==> src/rtl/pause_filt_pkg.sv <==
package pause_filt_pkg;
    localparam int ADDR_W  = 48;
    localparam int QUANTA_W = 16;
    localparam logic [ADDR_W-1:0] MATCH_ADDR_RST = 48'h0180_C200_0001;
endpackage

==> src/rtl/pause_cfg_shadow.sv <==
module pause_cfg_shadow
    import pause_filt_pkg::*;
#(
    parameter int NUM_CLASSES = 8
) (
    input  logic                   clk,
    input  logic                   rst_n,
    input  logic                   hold,
    input  logic [15:0]            addr_hi,
    input  logic [31:0]            addr_lo,
    input  logic [NUM_CLASSES-1:0] class_en,
    input  logic                   fwd_match,
    input  logic                   tx_honour,
    output logic [ADDR_W-1:0]      sh_addr,
    output logic [NUM_CLASSES-1:0] sh_en,
    output logic                   sh_fwd,
    output logic                   sh_honour
);
    typedef struct packed {
        logic [ADDR_W-1:0]      addr;
        logic [NUM_CLASSES-1:0] en;
        logic                   fwd;
        logic                   honour;
    } shadow_t;

    shadow_t sh_d, sh_q;

    always_comb begin
        sh_d = sh_q;
        if (!hold) begin
            sh_d.addr   = {addr_hi, addr_lo};
            sh_d.en     = class_en;
            sh_d.fwd    = fwd_match;
            sh_d.honour = tx_honour;
        end
    end

    always_ff @(posedge clk) begin
        if (!rst_n) begin
            sh_q.addr   <= MATCH_ADDR_RST;
            sh_q.en     <= '1;
            sh_q.fwd    <= 1'b0;
            sh_q.honour <= 1'b0;
        end else begin
            sh_q <= sh_d;
        end
    end

    assign sh_addr   = sh_q.addr;
    assign sh_en     = sh_q.en;
    assign sh_fwd    = sh_q.fwd;
    assign sh_honour = sh_q.honour;

    // a strobe cycle freezes the shadowed settings
    p_hold_freezes_r9: assert property (@(posedge clk) disable iff (!rst_n)
        hold |=> $stable(sh_q));
endmodule

==> src/rtl/pause_addr_cmp.sv <==
module pause_addr_cmp
    import pause_filt_pkg::*;
(
    input  logic [ADDR_W-1:0] frame_addr,
    input  logic [ADDR_W-1:0] ref_addr,
    output logic              equal
);
    assign equal = (frame_addr == ref_addr);
endmodule

==> src/rtl/pause_class_sel.sv <==
module pause_class_sel
    import pause_filt_pkg::*;
#(
    parameter int NUM_CLASSES = 8
) (
    input  logic [NUM_CLASSES-1:0]          sel,
    input  logic [NUM_CLASSES*QUANTA_W-1:0] time_in,
    output logic [NUM_CLASSES*QUANTA_W-1:0] time_out
);
    for (genvar i = 0; i < NUM_CLASSES; i++) begin : g_slot
        assign time_out[i*QUANTA_W +: QUANTA_W] =
            sel[i] ? time_in[i*QUANTA_W +: QUANTA_W] : '0;
    end
endmodule

==> src/rtl/pause_rx_filter.sv <==
module pause_rx_filter
    import pause_filt_pkg::*;
#(
    parameter int NUM_CLASSES = 8
) (
    input  logic                            clk,
    input  logic                            rst_n,
    input  logic [15:0]                     cfg_addr_hi,
    input  logic [31:0]                     cfg_addr_lo,
    input  logic [NUM_CLASSES-1:0]          cfg_class_en,
    input  logic                            cfg_fwd_match,
    input  logic                            cfg_tx_honour,
    input  logic                            frm_valid,
    input  logic                            frm_is_pause,
    input  logic [ADDR_W-1:0]               frm_dst_addr,
    input  logic [NUM_CLASSES-1:0]          frm_class_vec,
    input  logic [NUM_CLASSES*QUANTA_W-1:0] frm_pause_time,
    output logic                            pn_valid,
    output logic [NUM_CLASSES-1:0]          pn_class,
    output logic [NUM_CLASSES*QUANTA_W-1:0] pn_time,
    output logic                            fwd_valid,
    output logic                            fwd_keep
);
    localparam bit SINGLE_CLASS = (NUM_CLASSES == 1);
    localparam int TIME_W = NUM_CLASSES * QUANTA_W;

    typedef struct packed {
        logic                   pn_valid;
        logic [NUM_CLASSES-1:0] pn_class;
        logic [TIME_W-1:0]      pn_time;
        logic                   fwd_valid;
        logic                   fwd_keep;
    } out_t;

    out_t out_d, out_q;

    logic [ADDR_W-1:0]      sh_addr;
    logic [NUM_CLASSES-1:0] sh_en;
    logic                   sh_fwd;
    logic                   sh_honour;
    logic                   addr_eq;
    logic [NUM_CLASSES-1:0] sel;
    logic [TIME_W-1:0]      sel_time;
    logic                   honour_gate;
    logic                   is_match;
    logic                   do_notify;

    pause_cfg_shadow #(.NUM_CLASSES(NUM_CLASSES)) u_shadow (
        .clk       (clk),
        .rst_n     (rst_n),
        .hold      (frm_valid),
        .addr_hi   (cfg_addr_hi),
        .addr_lo   (cfg_addr_lo),
        .class_en  (cfg_class_en),
        .fwd_match (cfg_fwd_match),
        .tx_honour (cfg_tx_honour),
        .sh_addr   (sh_addr),
        .sh_en     (sh_en),
        .sh_fwd    (sh_fwd),
        .sh_honour (sh_honour)
    );

    pause_addr_cmp u_cmp (
        .frame_addr (frm_dst_addr),
        .ref_addr   (sh_addr),
        .equal      (addr_eq)
    );

    assign sel = frm_class_vec & sh_en;

    pause_class_sel #(.NUM_CLASSES(NUM_CLASSES)) u_sel (
        .sel      (sel),
        .time_in  (frm_pause_time),
        .time_out (sel_time)
    );

    generate
        if (SINGLE_CLASS) begin : g_std
            assign honour_gate = sh_honour;
        end else begin : g_prio
            assign honour_gate = 1'b1;
        end
    endgenerate

    assign is_match  = frm_is_pause & addr_eq;
    assign do_notify = frm_valid & is_match & (|sel) & honour_gate;

    always_comb begin
        out_d           = '0;
        out_d.fwd_valid = frm_valid;
        out_d.fwd_keep  = frm_valid & (!is_match | sh_fwd);
        if (do_notify) begin
            out_d.pn_valid = 1'b1;
            out_d.pn_class = sel;
            out_d.pn_time  = sel_time;
        end
    end

    always_ff @(posedge clk) begin
        if (!rst_n) begin
            out_q <= '0;
        end else begin
            out_q <= out_d;
        end
    end

    assign pn_valid  = out_q.pn_valid;
    assign pn_class  = out_q.pn_class;
    assign pn_time   = out_q.pn_time;
    assign fwd_valid = out_q.fwd_valid;
    assign fwd_keep  = out_q.fwd_keep;

    // each strobe yields a delivery decision one cycle later
    p_fwd_follows_r6: assert property (@(posedge clk) disable iff (!rst_n)
        frm_valid |=> fwd_valid);
    // a notification always traces back to a strobe one cycle earlier
    p_notify_once_r5: assert property (@(posedge clk) disable iff (!rst_n)
        pn_valid |-> $past(frm_valid));
    // only pause frames notify
    p_pause_only_r7: assert property (@(posedge clk) disable iff (!rst_n)
        pn_valid |-> $past(frm_is_pause));
    // a notification names at least one class, all of them enabled
    p_class_enabled_r3: assert property (@(posedge clk) disable iff (!rst_n)
        pn_valid |-> (pn_class != '0) && ((pn_class & ~$past(sh_en)) == '0));
    // a drop happens only for a pause frame
    p_drop_pause_r6: assert property (@(posedge clk) disable iff (!rst_n)
        (fwd_valid && !fwd_keep) |-> $past(frm_is_pause));

    for (genvar i = 0; i < NUM_CLASSES; i++) begin : g_chk
        // unsignalled slots carry zero
        p_slot_zero_r4: assert property (@(posedge clk) disable iff (!rst_n)
            !pn_class[i] |-> (pn_time[i*QUANTA_W +: QUANTA_W] == '0));
    end

    if (SINGLE_CLASS) begin : g_std_chk
        // in single-class builds notification requires the honour bit
        p_honour_r8: assert property (@(posedge clk) disable iff (!rst_n)
            pn_valid |-> $past(sh_honour));
    end
endmodule

==> config.mk <==
export PLATFORM = sky130hd
export DESIGN_NAME = pause_rx_filter
export DESIGN_NICKNAME = d
export VERILOG_FILES = /design/src/rtl/pause_filt_pkg.sv /design/src/rtl/pause_cfg_shadow.sv /design/src/rtl/pause_addr_cmp.sv /design/src/rtl/pause_class_sel.sv /design/src/rtl/pause_rx_filter.sv
export SDC_FILE = /design/constraint.sdc
export NUM_CORES = 1
export LEC_CHECK = 0
export BUFFER_PORTS_ARGS = -buffer_cell sky130_fd_sc_hd__buf_2
export CORE_AREA = 2 2 149 151
export CTS_CLUSTER_DIAMETER = 150
export DETAILED_ROUTE_END_ITERATION = 6
export DIE_AREA = 0 0 151 153
export GPL_TIMING_DRIVEN = 0
export PLACE_DENSITY = 0.68
export REMOVE_ABC_BUFFERS = 1
export SLEW_MARGIN = 10
export SYNTH_ARGS = -nofsm -noshare
export SYNTH_HDL_FRONTEND = slang
export SYNTH_SLANG_ARGS = --single-unit
==> constraint.sdc <==
create_clock -name clk -period 7.6 [get_ports clk]
set_clock_uncertainty 0.2 [all_clocks]
set_input_delay 1.52 -clock clk [delete_from_list [all_inputs] [get_ports clk]]
set_output_delay 1.52 -clock clk [all_outputs]
set_load 0.02 [all_outputs]
# After elaboration in Yosys (flattened, before gate mapping)
# Index checks and enable logic that the tools add are counted.
[classes] bitwise=6 eq_ne=1 reduce_logical=11 muxes=9
[op_table] op="$mux W137" count=1
[op_table] op="$mux W16" count=8
[op_table] op="$eq A48 B48 Y1" count=1
[op_table] op="$reduce_and A3 Y1" count=8
[op_table] op="$and A8 B8 Y8" count=1
[op_table] op="$reduce_or A8 Y1" count=1
[op_table] op="$and A1 B1 Y1" count=4
[op_table] op="$reduce_and A2 Y1" count=1
[op_table] op="$logic_not A1 Y1" count=1
[op_table] op="$or A1 B1 Y1" count=1
[word_totals] inputBits=246 output_inout_bits=139 word_cells=42 register_bits=196

# Depth between registers and ports, before layout
[depth] depth_word=5 mapped_depth=7 depth_no_buf=5

# Modules after synthesis
# Synthesis repeated with hierarchy kept, for this count alone.
[hier_totals] cells_unflattened=856 area_unflattened_um2=8210.4
[modules_own_cells] mod="pause_rx_filter" seq_area_each_um2=2782.7 area_per_inst_um2=4529.3 n_inst=1 cells_per_inst=469
[modules_own_cells] mod="pause_cfg_shadow" seq_area_each_um2=1161.1 area_per_inst_um2=2169.6 n_inst=1 cells_per_inst=187
[modules_own_cells] mod="pause_class_sel" seq_area_each_um2=0.0 area_per_inst_um2=987.2 n_inst=1 cells_per_inst=136
[modules_own_cells] mod="pause_addr_cmp" seq_area_each_um2=0.0 area_per_inst_um2=524.3 n_inst=1 cells_per_inst=64

# Worst setup path after synthesis
# No wires, ideal clock.
[synth_path] kind="input to register" from="input frm_dst_addr[15]" to="register out_q (netlist bit pn_time[18])" slack_ps=4119 path_buffers=2 path_stages=7 setup_time_ps=60 required_time_ps=7340 t_arrival_ps=3221 cell_sequence="nor2b_1 a2111o_1 or4_1 and4bb_1 buf_2 buf_2 and3_1"
[synth_via] elab_chain_cells=5
[synth_rtl] item="start: declaration" line_no="pause_rx_filter.sv:15" rtl="input logic [ADDR_W-1:0] frm_dst_addr,"
[synth_rtl] item="$eq A48 B48 Y1" line_no="pause_addr_cmp.sv:8" rtl="assign equal = (frame_addr == ref_addr);"
[synth_rtl] item="$and A1 B1 Y1" line_no="pause_rx_filter.sv:85" rtl="assign is_match = frm_is_pause & addr_eq;"
[synth_rtl] item="$and A1 B1 Y1 (2 in series)" line_no="pause_rx_filter.sv:86" rtl="assign do_notify = frm_valid & is_match & (|sel) & honour_gate;"
[synth_rtl] item="$reduce_and A3 Y1 (no source line)"
[synth_rtl] item="end signal: assignment" line_no="pause_rx_filter.sv:103" rtl="out_q <= out_d;"
[synth_rtl] item="end: declaration" line_no="pause_rx_filter.sv:35" rtl="out_t out_d, out_q;"
# No other way between the ends.
# A chain may end at the register's enable or synchronous reset.

# Worst setup path in the final report
[layout_path] from="input rst_n" to="register out_q (netlist bit pn_time[118])"
[layout_via] elab_chain_cells=1
[layout_rtl] item="start: declaration" line_no="pause_rx_filter.sv:7" rtl="input logic rst_n,"
[layout_rtl] item="$reduce_and A3 Y1 (no source line)"
# No other way between the ends.

==> impl_metrics.toml <==
[timing]
fmax_ghz = 0.2510
min_period_ns = 3.984
maxSlewHeadroom_pct = 31.27
setup_tns_ns = 0
drv_slew = 0
setup-violations-final = 0
rsz0062_at_grt = "false"
worst_pin_slew_ns = 1.031
fin_crit_sh_pct = 52.42
layout_setup_ws_ns = 3.616
hold_viol = 0
hold-worst-slack_ns = 0.2766

[global_route]
antenna_found_initial = 2
grt_start_max_net_pins = 76
grt_pass1_vias = 5453
grt_use_met3_pct = 6.000
grtUsageMet2_pct = 27.64
met1_usage_pct = 19.07
grt_overflow_total = 0
grt_usage_pct = 16.56
grt_pass1_wl_um = 29300
busiest_layer = "met2"

[power]
clkPwrFrac_pct = 42.9
power_density_nw_per_um2 = 228.3
ir_drop_v = 0.0001230
seqPwrFrac_pct = 50.0
combPwrFrac_pct = 7.1
p_sw_uw = 532.7
swShare_pct = 25.22
p_int_mw = 1.580
leakage_nw = 5.060

[die]
initial_utilization_pct = 30.14
die_w_um = 151
dieArea_sq_um = 23100
num_rows = 54
core-area_sq_um = 21490
die_y_um = 153
io_pins = 385

[logic_synthesis]
synth_seq_area_share_pct = 60.59
synth_common_cells = "dfxtp_1 (196), and3_1 (128), mux2i_1 (57)"
yosys.area.top_type = "dfxtp_1"
async_flop_share_pct = 0
yosysUniqueCellTypes = 25
syn_inst = 575
yosys_warnings = 0
ys_ff_latch = 196
yosysMostFrequentCell = "dfxtp_1"
synth_edf_count = 0
postSynthAreaPerCell_sq_um = 11.26
synth.cell_area_sq_um = 6476
synth_top_flop_cell = "dfxtp_1"
netlist.area_leader.share_pct = 60.59
synth.area.top_cells = "dfxtp_1 (61%), and3_1 (12%), mux2i_1 (8.8%)"

[clock_network]
clock-root-buffer = "clkbuf_16"
post-cts-setup-buffer-count = 0
htree_levels = 4
cts-resized-gates = 0
cts.clk_slew.worst_paths_ns = 0.08
clock_latency_ns = 0.43
cts_buffer_depth = 2
cts_buffers = 17
cts.sinks = 196
cts_tree = "done"
holdBufCountCts = 0

[setup_path]
ff2ff_setup_slack_ns = 4.58
critical_path.max_fanout = 58
critPathRequiredTime_ns = 7.77
timing.rr.end = "pn_time[89]"
path_class = "primary input to register"
cp.arrival_ns = 4.15
critPathLaunchType = "primary input"
end_kind = "register"
worst_r2r_path_depth = 6
r2r_start = "u_shadow.sh_addr[17]"

[layout]
syn_to_final_growth_pct = 42.85
stdcell_area_sq_um = 9251
layout-drive-gt1-share_pct = 43.72
final_net_count = 1189
n_fill_cell = 2118

[routing]
drt_iter0_drc = 190
routed_via_density = 4.333
wire_per_inst_um = 15.81
route.detailed.drc = 0
via_count = 5360
drt-pass1-iter-count = 4
wirelength_um = 19560
antenna_left = 0

[job]
max-cap-violations = 0

[placement]
dpl_worst_slack_ns = 3.040
post_dp_cell_area_sq_um = 8643
dpl.hpwl_um = 14840
portBuffers = 383
place.gp.congestion = 0.7950

[hold_path]
hold_path_depth = 2
hold_end = "u_shadow.sh_en[2]"
hp-class = "register to register"
min-delay-start = "u_shadow.sh_en[2]"

[outcome]
status = "finished clean"
-- power groups by stage --
stage                     Clock [mW]  Combinational, mW  Sequential, mW
after detailed placement           0              0.152            1.08
final                          0.906              0.150            1.06
after floorplan                    0             0.0611            1.08
after global placement             0              0.149            1.08
after CTS                      0.938              0.153            1.06
after global routing           0.977              0.167            1.06
-- worst max path at each step --
stage,start,endpoint,slack [ns],cells after the start
global placement,frm_dst_addr[15],pn_time[89],1.15,6
floorplan,frm_dst_addr[15],pn_time[0],2.84,5
CTS,rst_n,pn_time[109],3.50,4
detailed placement,rst_n,pn_time[109],3.04,4
global route,rst_n,pn_time[103],3.29,4
finish,rst_n,pn_time[118],3.62,4
-- worst max-delay path, cell delays in order --
cell and delay [ns]:
buf_2 0.74, nand2_1 0.64, nor2_1 0.92, and3_1 0.27
-- routing by layer --
layer,vias to the layer above,share of wire (%)
li1,2683,-
met1,2409,40
met2,231,48
met3,35,8.9
met4,2,3.0
met5,-,0.061
-- final cells by class --
type | count | area (sq um) | share of cell area (%)
flip-flops and latches | 196 | 3924 | 42.41
multi-input cells | 340 | 2391 | 25.85
repair buffers | 385 | 1967 | 21.26
clock buffers | 17 | 425.4 | 4.598
well taps | 280 | 350.3 | 3.787
clock inverters | 15 | 180.2 | 1.948
inverters | 3 | 11.26 | 0.1217
diodes | 1 | 2.502 | 0.02705
-- sequential cells by signal, indices dropped and copies added (netlist names) --
name and cells:
u_shadow.sh_en 8, fwd_valid 1, u_shadow.sh_fwd 1, pn_time 128, pn_class 8, fwd_keep 1
pn_valid 1, u_shadow.sh_addr 48
-- cells by family after synthesis --
kind of cell    count (synthesis)  synth area share (%)
compound gates                  5                0.6376
xor+xnor                       45                 6.086
buf+inv                        39                 2.550
flops                         196                 60.59
mux                            57                 8.810
simple gates                  233                 21.33
-- per-stage QoR --
| stage | utilization (%) | instances | total power, mW |
|---|---|---|---|
| detailed placement | 40.23 | 1204 | 1.233 |
| floorplan | - | 539 | 1.140 |
| CTS | 43.05 | 1236 | 2.147 |
| global placement | 39.98 | 1202 | 1.229 |
| finish | 43.06 | 1237 | 2.112 |
| global route | 43.06 | 1237 | 2.203 |
-- cell usage in the layout (no fill, tap or decap), drive strengths merged, types with 2 or more instances in the layout --
cell    Yosys  final
and2        8      8
and3      128    128
buf        18    385
clkbuf     18     17
clkinv      0      8
dfxtp     196    196
inv         3     10
mux2i      57     57
nand2      24     24
nand4      11     11
nor2        9      9
nor2b      45     45
nor4        2      2
or4         2      2
xnor2      43     43
xor2        2      2
Power figures use the tool's default switching activity.
